===== config.mk =====
export PLATFORM = sky130hd
export DESIGN_NAME = vblank_field_gen
export DESIGN_NICKNAME = d
export VERILOG_FILES = /design/src/rtl/vfg_pkg.sv /design/src/rtl/vfg_datapath.sv /design/src/rtl/vfg_ctrl.sv /design/src/rtl/vblank_field_gen.sv
export SDC_FILE = /design/constraint.sdc
export NUM_CORES = 1
export LEC_CHECK = 0
export BUFFER_PORTS_ARGS = -buffer_cell sky130_fd_sc_hd__buf_2
export CAP_MARGIN = 15
export CORE_MARGIN = 2
export CORE_UTILIZATION = 35
export CTS_CLUSTER_SIZE = 28
export DETAILED_ROUTE_END_ITERATION = 16
export GPL_TIMING_DRIVEN = 1
export SETUP_SLACK_MARGIN = 0.5
export SLEW_MARGIN = 15
export SYNTH_ARGS = -nofsm -noshare
export SYNTH_HDL_FRONTEND = slang
export SYNTH_HIERARCHICAL = 1
export SYNTH_SLANG_ARGS = --single-unit

===== constraint.sdc =====
create_clock -name clk -period 7.1 [get_ports clk]
set_input_delay 2.13 -clock clk [delete_from_list [all_inputs] [get_ports clk]]
set_output_delay 2.13 -clock clk [all_outputs]
set_load 0.02 [all_outputs]

===== src/rtl/vfg_pkg.sv =====
`timescale 1ns/1ps
package vfg_pkg;
  // Strobes produced by the control side, consumed by the datapath
  typedef struct packed {
    logic lineTick;
    logic vLead;
    logic vTrail;
  } vfgStrobes_t;

  localparam int unsigned DEF_BEFORE = 4;
  localparam int unsigned DEF_AFTER  = 16;
endpackage


===== src/rtl/vfg_datapath.sv =====
`timescale 1ns/1ps
module vfg_datapath
  import vfg_pkg::*;
#(
  parameter int unsigned CNT_W    = 12,
  parameter int unsigned BEFORE_W = 4
) (
  input  logic                clk,
  input  logic                rst_n,
  input  vfgStrobes_t         stb,
  input  logic [BEFORE_W-1:0] linesBefore,
  output logic [CNT_W-1:0]    linesPerFrame,
  output logic                lpfUpdated,
  output logic                preHit
);
  localparam int unsigned EXT_W = CNT_W + 2;
  localparam logic [CNT_W-1:0] CNT_MAX = {CNT_W{1'b1}};

  logic [CNT_W-1:0] lineCnt;
  logic             prevValid;
  logic [CNT_W-1:0] capVal;
  logic [EXT_W-1:0] nxtExt, lhsExt, rhsExt;

  // Capture value includes a strobe landing in the edge cycle, saturated
  always_comb begin
    if (stb.lineTick && lineCnt != CNT_MAX) capVal = lineCnt + 1'b1;
    else                                   capVal = lineCnt;
  end

  always_comb begin
    nxtExt = EXT_W'(lineCnt) + EXT_W'(1);
    lhsExt = nxtExt + EXT_W'(linesBefore);
    rhsExt = EXT_W'(linesPerFrame) + EXT_W'(1);
    preHit = stb.lineTick && !stb.vLead && prevValid &&
             (linesBefore != '0) && (lhsExt == rhsExt);
  end

  always_ff @(posedge clk) begin
    if (!rst_n) begin
      lineCnt       <= '0;
      linesPerFrame <= '0;
      lpfUpdated    <= 1'b0;
      prevValid     <= 1'b0;
    end else if (stb.vLead) begin
      linesPerFrame <= capVal;
      lineCnt       <= '0;
      lpfUpdated    <= 1'b1;
      prevValid     <= 1'b1;
    end else if (stb.lineTick) begin
      lpfUpdated <= 1'b0;
      if (lineCnt != CNT_MAX) lineCnt <= lineCnt + 1'b1;
    end
  end
endmodule


===== src/rtl/vfg_ctrl.sv =====
`timescale 1ns/1ps
module vfg_ctrl
  import vfg_pkg::*;
#(
  parameter int unsigned AFTER_W = 7
) (
  input  logic               clk,
  input  logic               rst_n,
  input  logic               lineStb,
  input  logic               vsyncIn,
  input  logic               halfLine,
  input  logic               progressive,
  input  logic               blankEn,
  input  logic [AFTER_W-1:0] linesAfter,
  input  logic               oeOnLead,
  input  logic               preHit,
  output vfgStrobes_t        stb,
  output logic               vblank,
  output logic               oddEven
);
  logic               vsPrev;
  logic [AFTER_W-1:0] afterCnt;
  logic               fieldOdd;

  always_comb begin
    stb.lineTick = lineStb;
    stb.vLead    = vsyncIn && !vsPrev;
    stb.vTrail   = !vsyncIn && vsPrev;
  end

  always_ff @(posedge clk) begin
    if (!rst_n) vsPrev <= 1'b0;
    else        vsPrev <= vsyncIn;
  end

  // Blanking window
  always_ff @(posedge clk) begin
    if (!rst_n) begin
      vblank   <= 1'b0;
      afterCnt <= '0;
    end else if (!blankEn) begin
      vblank   <= 1'b0;
      afterCnt <= '0;
    end else if (stb.vLead) begin
      vblank   <= (linesAfter != '0);
      afterCnt <= linesAfter;
    end else if (stb.lineTick) begin
      if (preHit)                        vblank <= 1'b1;
      else if (afterCnt == AFTER_W'(1))  vblank <= 1'b0;
      if (afterCnt != '0) afterCnt <= afterCnt - 1'b1;
    end
  end

  // Field parity
  always_ff @(posedge clk) begin
    if (!rst_n) begin
      fieldOdd <= 1'b0;
      oddEven  <= 1'b0;
    end else begin
      if (stb.vLead) fieldOdd <= !halfLine;
      if (progressive)                 oddEven <= 1'b1;
      else if (oeOnLead && stb.vLead)  oddEven <= !halfLine;
      else if (!oeOnLead && stb.vTrail) oddEven <= fieldOdd;
    end
  end
endmodule


===== src/rtl/vblank_field_gen.sv =====
`timescale 1ns/1ps
module vblank_field_gen
  import vfg_pkg::*;
#(
  parameter int unsigned CNT_W    = 12,
  parameter int unsigned BEFORE_W = 4,
  parameter int unsigned AFTER_W  = 7
) (
  input  logic                clk,
  input  logic                rst_n,
  input  logic                lineStb,
  input  logic                vsyncIn,
  input  logic                halfLine,
  input  logic                progressive,
  input  logic                blankEn,
  input  logic [BEFORE_W-1:0] linesBefore,
  input  logic [AFTER_W-1:0]  linesAfter,
  input  logic                oeOnLead,
  output logic                vblank,
  output logic                oddEven,
  output logic [CNT_W-1:0]    linesPerFrame,
  output logic                lpfUpdated
);
  vfgStrobes_t stb;
  logic        preHit;

  vfg_ctrl #(.AFTER_W(AFTER_W)) ctrl_i (
    .clk(clk), .rst_n(rst_n), .lineStb(lineStb), .vsyncIn(vsyncIn),
    .halfLine(halfLine), .progressive(progressive), .blankEn(blankEn),
    .linesAfter(linesAfter), .oeOnLead(oeOnLead), .preHit(preHit),
    .stb(stb), .vblank(vblank), .oddEven(oddEven)
  );

  vfg_datapath #(.CNT_W(CNT_W), .BEFORE_W(BEFORE_W)) dp_i (
    .clk(clk), .rst_n(rst_n), .stb(stb), .linesBefore(linesBefore),
    .linesPerFrame(linesPerFrame), .lpfUpdated(lpfUpdated), .preHit(preHit)
  );
endmodule


==> flow_summary.toml, run 1 <==
[finish]
final_area_um2 = 2760
area_delta_synth_final_pct = 12.7
nNetsFinal = 348
final_cells = 416
diodes = 0
drive_gt1_frac = 0.172
final_core_util = 0.406

[timing]
worst_slack_ns = 2.64
layout_min_cycle_time_ns = 4.46
finalCritPeriodShare = 0.628
setup_viol = 0
hold_viol = 0
drv_slew = 0
tightest_slew_ns = 0.514
tns_ns = 0
clock.fmax_mhz = 224
rsz0062_at_grt = "no"
slew_headroom = 0.658
finalClockSkew_ns = 0.00871
hold_ws_ns = 0.464

[critical_path]
slowest_delay_ns = 0.39
path_class = "in2reg"
end_kind = "flip-flop"
regToRegSetupSlack_ns = 4.21
cp-start-kind = "primary input"
worstPathCellList = "buf_2 > inv_1 > ha_1 > inv_1 > fa_1 > a21o_1 > a21oi_1 > nor3_2 > mux2i_1 > o21ai_0 > o211a_1 > a2111oi_2 > a221oi_1 > a311oi_1"
slowest_stage = "fa_1"
crit_fanout = 4
cp_common_cell = "inv_1"
worstPathRequired_ns = 7.30
arrival_ns = 4.66

[clocking]
cts_buffer_depth = 2
cts_max_level = 2
root_buffer = "clkbuf_8"
numCtsBuffers = 5
cts_resized = 0
cts_setup_buffers = 0
cts_tree = "done"
cts_hold_buffers = 0
clock_latency_ns = 0.29
cts.clk_slew.worst_paths_ns = 0.07
clock_sinks = 37

[place]
dp.cells = 408
dp_hpwl_mm = 4.43
port_buffers = 33
placed_cell_area_um2 = 2660
dp_slack_ns = 2.33
finalWeightedCongestion = 0.819

[worst_hold_path]
min_path_type = "reg2reg"

[routing]
wl_per_cell_um = 13.9
wirelength_mm = 5.77
drcViolationCount = 0
via_per_inst = 5.15
ant_nets = 0
via_count = 2142
dr.pass1.iters = 4
initialDrtViolationCount = 104

[power]
power_uw = 481
p_per_area_nw_per_um2 = 174
p_leak_nw = 1.05
peakVddDrop_v = 0.000108

[synth]
syn-cell-area_um2 = 2450
syn_avg_cell_area_um2 = 8.43
synth_cells = 290
ys_warn_count = 6
synth.net_count = 319

[floorplan]
io_pins = 34
die_x_um = 87.6
die_area_um2 = 7670
core_region_area_um2 = 6790
start_util = 0.360
rows = 30
die_h_um = 87.6

[global_routing]
grt_pass1_wl_mm = 9.54
antenna_found_initial = 0
grt_start_max_net_pins = 34
grt_usage = 0.158
grt_overflow = 0
grt_pass1_vias = 1963

[outcome]
status = "complete, no violations"

[flow_run]
maxCapViolCount = 0
## power breakdown
| group | leakage, nW | switching, mW | internal, mW | total [mW] |
|---|---|---|---|---|
| sequential | 0.303 | 0.0134 | 0.217 | 0.230 |
| combinational | 0.689 | 0.0508 | 0.0383 | 0.0892 |
| clock | 0.0542 | 0.0733 | 0.0877 | 0.161 |
## cells in the final DEF, fill, tap and decap left out, types with 2 or more instances in the layout
master,n
buf_2,33
and3_1,4
nor3_2,2
nor2_1,46
dfxtp_1,37
nor4_1,3
clkinv_1,2
a21oi_1,10
nand2_1,18
ha_1,9
o211a_1,2
o21ai_0,6
mux2i_1,6
inv_1,10
nor3_1,5
and4_1,2
xnor2_1,26
nand2b_1,5
clkbuf_8,7
and2_1,3
xor2_1,12
nor2b_1,3
nand3_1,13
nand4_1,7
a211oi_1,15
a311o_1,2
o21ai_1,2
## worst max-delay path, delay by kind of cell
kind                       cells  cell delay (ns)
AOI/OAI and AO/OA              7             1.47
adders and majority gates      2             0.56
buffers and inverters          3             0.21
muxes                          1             0.16
and+or+nand+nor                1             0.12
## sequential cells by signal (all words and copies together) (netlist names)
| name | cells |
|---|---|
| ctrl_i/afterCnt | 7 |
| ctrl_i/vblank | 1 |
| ctrl_i/vsPrev | 1 |
| dp_i/lineCnt | 12 |
| dp_i/prevValid | 1 |
| dp_i/lpfUpdated | 1 |
| ctrl_i/oddEven | 1 |
| ctrl_i/fieldOdd | 1 |
| dp_i/linesPerFrame | 12 |
## per-layer routing
layer  vias up  global-route usage  share of wire
met4         0              0.0462          0.012
li1       1099                   -              -
met2        24               0.257           0.48
met3         6              0.0283          0.027
met1      1013               0.215           0.48
met5         -                   0              0
## cell type report
| class | count | area, um^2 |
|---|---|---|
| fillers | 712 | 4040 |
| multi-input cells | 229 | 1580 |
| flip-flops and latches | 37 | 741 |
| repair buffers | 34 | 173 |
| well taps | 96 | 120 |
| clock buffers | 7 | 96.3 |
| inverters | 12 | 45.0 |
| clock inverters | 1 | 5.00 |
## path summary, 6_finish.rpt
check / start / to / cells after the start
worst max-delay path: linesBefore[0] / ctrl_i/vblank$_SDFFE_PN0P_ / 14
worst min-delay path: dp_i/prevValid$_SDFFE_PN0P_ / dp_i/prevValid$_SDFFE_PN0P_ / 2
worst max register to register: dp_i/lineCnt[0]$_SDFFE_PP0P_ / ctrl_i/vblank$_SDFFE_PN0P_ / 13
worst min register to register: dp_i/prevValid$_SDFFE_PN0P_ / dp_i/prevValid$_SDFFE_PN0P_ / 2
Power figures use the tool's default switching activity.
==> run 2: changes to the inputs <==
--- a/config.mk
+++ b/config.mk
@@ -5,6 +5,7 @@
 export SDC_FILE = /design/constraint.sdc
 export NUM_CORES = 1
 export LEC_CHECK = 0
+export ABC_AREA = 1
 export BUFFER_PORTS_ARGS = -buffer_cell sky130_fd_sc_hd__buf_2
 export CAP_MARGIN = 15
 export CORE_MARGIN = 2
==> constraint.sdc (replaced) <==
create_clock -name clk -period 4.22 [get_ports clk]
set_input_delay 1.266 -clock clk [delete_from_list [all_inputs] [get_ports clk]]
set_output_delay 1.266 -clock clk [all_outputs]
set_load 0.02 [all_outputs]
==> flow_summary.toml, run 2 <==
[timing]
clock.fmax_mhz = 316
rsz0062_at_grt = "no"
layout_min_cycle_time_ns = 3.17
hold_viol = 0
slew_headroom = 0.629
tns_ns = 0
finalCritPeriodShare = 0.751
finalClockSkew_ns = 0.00436
setup_viol = 0
tightest_slew_ns = 0.556
drv_slew = 0

[floorplan]
start_util = 0.362
die_area_um2 = 8720
die_x_um = 93.4
io_pins = 34
core_region_area_um2 = 7730
die_h_um = 93.4
rows = 32

[routing]
initialDrtViolationCount = 125
via_count = 2737
wirelength_mm = 6.75
drcViolationCount = 0
via_per_inst = 4.66
dr.pass1.iters = 4
wl_per_cell_um = 11.5
ant_nets = 0

[synth]
synth.net_count = 478
synth_edf_count = 0
syn-cell-area_um2 = 2800
ys_warn_count = 6
yosysTopAreaCell = "dfxtp_1"
yosysSeqAreaShare = 0.265
synth_common_cells = "132 x nand2_1, 64 x inv_1, 61 x nor2_1"
syn_avg_cell_area_um2 = 6.23
synth_cells = 449
ys_top_cells_by_area = "dfxtp_1 26%, nand2_1 18%, inv_1 8.6%, nor2_1 8.2%, nand3_1 6.1%"
ys_ff_latch = 37
synth_most_common_cell = "nand2_1"
synth_ff_type = "dfxtp_1"
netlist.area_leader.share = 0.265
async_reset_ff_frac = 0
synth.distinct_cells = 34

[clocking]
cts.clk_slew.worst_paths_ns = 0.08
cts_hold_buffers = 0
clock_latency_ns = 0.29
cts_max_level = 2
cts_tree = "done"
clock_sinks = 37
cts_setup_buffers = 0
numCtsBuffers = 5
cts_buffer_depth = 2
root_buffer = "clkbuf_8"
cts_resized = 0

[finish]
final_cells = 587
fillCellCount = 807
layout_commonest_cell = "nand2_1"
final_cell_mix = "132 x nand2_1, 64 x inv_1, 61 x nor2_1, 37 x dfxtp_1, 34 x nand3_1"
reg_top3 = "dp_i/lineCnt (12), dp_i/linesPerFrame (12), ctrl_i/afterCnt (7)"
area_delta_synth_final_pct = 13.1
register_area_um2 = 741
diodes = 0
drive_gt1_frac = 0.140
multiInputGateArea_um2 = 1750
nNetsFinal = 513
final_area_um2 = 3160

[critical_path]
arrival_ns = 3.40
end_kind = "flip-flop"
worstPathRequired_ns = 4.45
crit_fanout = 6
path_class = "in2reg"
cp-start-kind = "primary input"
regToRegSetupSlack_ns = 1.69

[global_routing]
grt_start_max_net_pins = 16
grt_pass1_wl_mm = 11.5
grt_overflow = 0
grt_usage = 0.166
grt_pass1_vias = 2541
antenna_found_initial = 0

[place]
port_buffers = 33
dp_hpwl_mm = 5.29
finalWeightedCongestion = 0.878
placed_cell_area_um2 = 3050
dp.cells = 579

[power]
p_leak_nw = 1.52
p_per_area_nw_per_um2 = 260
peakVddDrop_v = 0.000201

[worst_hold_path]
min_path_type = "reg2reg"

[outcome]
status = "complete, no violations"

[flow_run]
maxCapViolCount = 0
==> run 2: final cells by class <==
type | instances | share of cell area
multi-input combinational | 338 | 0.554
tap | 102 | 0.0404
inverter | 68 | 0.0815
sequential | 37 | 0.234
clock buffer | 6 | 0.0230
timing repair buffer | 34 | 0.0546
clock inverter | 2 | 0.0123
==> run 2: through the flow <==
stage	total power, mW	setup slack [ns]	hold WS [ns]	util
final	0.823	1.05	0.464	0.409
after global routing	0.878	0.783	0.486	0.409
after CTS	0.834	1.06	0.470	0.409
after detailed placement	0.520	0.798	0.457	0.395
after global placement	0.519	0.877	0.446	0.395
after floorplan	0.483	1.17	0.435	-
==> run 2: cells by family after synthesis <==
group / Yosys count / share of synthesized area
simple gates: 266 / 0.424
xor+xnor: 25 / 0.0783
buf+inv: 74 / 0.108
mux: 1 / 0.00358
fa+ha+maj: 10 / 0.0474
flops: 37 / 0.265
compound gates: 36 / 0.0734
==> run 2: final timing paths <==
check                                                  start                    endpoint  depth (start not counted)
worst max register to register  dp_i/lineCnt[0]$_SDFFE_PP0P_  ctrl_i/vblank$_SDFFE_PN0P_                         17
worst max-delay path                          linesBefore[0]  ctrl_i/vblank$_SDFFE_PN0P_                         18
worst min-delay path              ctrl_i/vblank$_SDFFE_PN0P_  ctrl_i/vblank$_SDFFE_PN0P_                          2
worst min register to register    ctrl_i/vblank$_SDFFE_PN0P_  ctrl_i/vblank$_SDFFE_PN0P_                          2
==> run 2: report_power, final <==
part / internal, mW / switching, mW / leakage, nW / total (mW)
Combinational: 0.0531 / 0.0870 / 1.16 / 0.140
Clock: 0.177 / 0.134 / 0.0554 / 0.311
Sequential: 0.360 / 0.0119 / 0.301 / 0.372
Total: 0.590 / 0.233 / 1.52 / 0.823
==> run 2: metal layers <==
layer  track usage  vias up  wire (um)
met1         0.218     1211       3270
met4        0.0429        0         68
met5             0        -          0
met3        0.0314        6        282
met2         0.281       56       3130
li1              -     1464          -
==> run 2: critical path: stages <==
cell	delay, ns
buf_2	0.11
inv_1	0.05
ha_1	0.18
inv_1	0.08
fa_1	0.47
nand3_1	0.13
nand3_1	0.18
nand2_1	0.10
nand2_1	0.05
nand2_1	0.07
nor2_1	0.05
nor2_1	0.09
nand2_1	0.07
nor2_2	0.09
nand2_1	0.07
nor2_2	0.12
a21oi_1	0.08
a21oi_1	0.14
==> run 3: changes to the inputs <==
==> constraint.sdc (replaced) <==
create_clock -name clk -period 3.2 [get_ports clk]
set_input_delay 0.96 -clock clk [delete_from_list [all_inputs] [get_ports clk]]
set_output_delay 0.96 -clock clk [all_outputs]
set_load 0.02 [all_outputs]
==> flow_summary.toml, run 3 (same netlist as run 2, synthesis figures left out) <==
[outcome]
status = "complete, no violations"

[timing]
worst_slack_ns = 0.537
setup_viol = 0
drv_slew = 0
slew_headroom = 0.533
clock.fmax_mhz = 375
tns_ns = 0
rsz0062_at_grt = "yes"
hold_viol = 0
tightest_slew_ns = 0.697
layout_min_cycle_time_ns = 2.66
finalCritPeriodShare = 0.832
finalClockSkew_ns = 0.0136

[routing]
via_per_inst = 4.65
initialDrtViolationCount = 105
ant_nets = 0
drcViolationCount = 0
dr.pass1.iters = 4
top_layer = "met4"
met3_length_um = 287
via_count = 2736
wl_per_cell_um = 11.7
wirelength_mm = 6.89
met1_length_mm = 3.25
wl_met2_mm = 3.27

[clocking]
clock_latency_ns = 0.29
numCtsBuffers = 5
cts_buffer_depth = 2
cts.clk_slew.worst_paths_ns = 0.09
clock_sinks = 37
cts_max_level = 2
cts_hold_buffers = 0
cts_tree = "done"
root_buffer = "clkbuf_8"

[finish]
area_delta_synth_final_pct = 14.5
diodes = 0
layout_commonest_cell = "nand2_1"
final_cell_mix = "132 x nand2_1, 61 x inv_1, 61 x nor2_1, 37 x dfxtp_1, 33 x nand3_1"
reg_top3 = "dp_i/lineCnt (12), dp_i/linesPerFrame (12), ctrl_i/afterCnt (7)"
nNetsFinal = 514
drive_gt1_frac = 0.154

[place]
finalWeightedCongestion = 0.837
dp_slack_ns = 0.182
dp_hpwl_mm = 5.44
port_buffers = 33

[critical_path]
arrival_ns = 2.90
worstPathRequired_ns = 3.43
path_delay_family = "simple AND/OR/NAND/NOR gates"
reg2regPathDepth = 17
slowest_delay_ns = 0.43
crit_buf_inv = 4
regToRegSetupSlack_ns = 0.86
cp-start-kind = "primary input"
slowest_stage = "fa_2"
crit_fanout = 5
end_kind = "flip-flop"
cp_common_cell = "nand2_1"
path_class = "in2reg"
reg2reg_from = "dp_i/lineCnt[0]$_SDFFE_PP0P_"
reg2reg_to = "ctrl_i/vblank$_SDFFE_PN0P_"
worstPathCellList = "buf_6 > inv_4 > ha_4 > inv_4 > fa_2 > buf_4 > xnor2_1 > nand2_1 > nand2_1 > nor2_1 > nand2_1 > nor2_1 > nand2_1 > nor2_2 > nand2_1 > nor2_2 > a21oi_1 > a21oi_1"

[global_routing]
grt_usage = 0.167
grt_pass1_vias = 2592
grt_overflow = 0
grt_pass1_wl_mm = 11.7
antenna_found_initial = 0
grt_start_max_net_pins = 16

[floorplan]
rows = 32
core_region_area_um2 = 7730
die_h_um = 93.4
die_x_um = 93.4
start_util = 0.362
die_area_um2 = 8720
io_pins = 34

[flow_run]
maxCapViolCount = 0

[power]
peakVddDrop_v = 0.000188
p_per_area_nw_per_um2 = 342
p_leak_nw = 1.53

[worst_hold_path]
holdPathStages = 2
whs_endpoint = "dp_i/lpfUpdated$_SDFFE_PN0P_"
hp-start = "dp_i/lpfUpdated$_SDFFE_PN0P_"
min_path_type = "reg2reg"
[run 3: timing repair]
action	CTS	global route
pin swaps	0	12
gates resized for setup	1	8
buffers inserted	0	1
endpoints found under the setup margin	1	1
[run 3: cell type report]
class                           instances  area, um^2
Clock inverter                          2        38.8
Multi-Input combinational cell        338        1770
Fill cell                             820        4530
Tap cell                              102         128
Clock buffer                            6        72.6
Timing Repair Buffer                   35         186
Inverter                               68         263
Sequential cell                        37         741
[run 3: per-stage QoR]
step                      area, um^2  hold slack, ns   util  instances  power, mW
after floorplan                 2800           0.435      -        449      0.638
after global placement          3050           0.448  0.395        579      0.685
after detailed placement        3050           0.452  0.395        579      0.687
after CTS                       3170           0.465  0.410        587       1.10
after global routing            3200           0.498  0.414        588       1.15
final                           3200           0.462  0.414        588       1.09
[run 3: how the worst max path moves through the flow]
stage	start	endpoint	slack, ns	cells past startpoint
after global placement	linesBefore[0]	ctrl_i/vblank$_SDFFE_PN0P_	0.25	18
after CTS	linesBefore[0]	ctrl_i/vblank$_SDFFE_PN0P_	0.53	18
after global routing	linesBefore[0]	ctrl_i/vblank$_SDFFE_PN0P_	0.38	20
after detailed placement	linesBefore[0]	ctrl_i/vblank$_SDFFE_PN0P_	0.18	18
final	linesBefore[0]	ctrl_i/vblank$_SDFFE_PN0P_	0.54	18
after floorplan	linesBefore[0]	ctrl_i/vblank$_SDFFE_PN0P_	0.51	17
[run 3: metal layers]
layer / track usage / up-vias
met1: 0.219 / 1221
met3: 0.0266 / 8
met2: 0.282 / 46
met4: 0.0490 / 0
met5: 0 / -
li1: - / 1461
[run 3: worst min-delay path: cells and delay by family (launching register included)]
family | cells | cell delay [ns]
buffers and inverters | 1 | 0.05
DFF | 1 | 0.32
AOI/OAI and AO/OA | 1 | 0.06
[run 3: power by group]
group,leakage [nW],switching [mW],internal (mW)
sequential,0.301,0.0135,0.474
clock,0.0554,0.176,0.234
combinational,1.17,0.120,0.0756
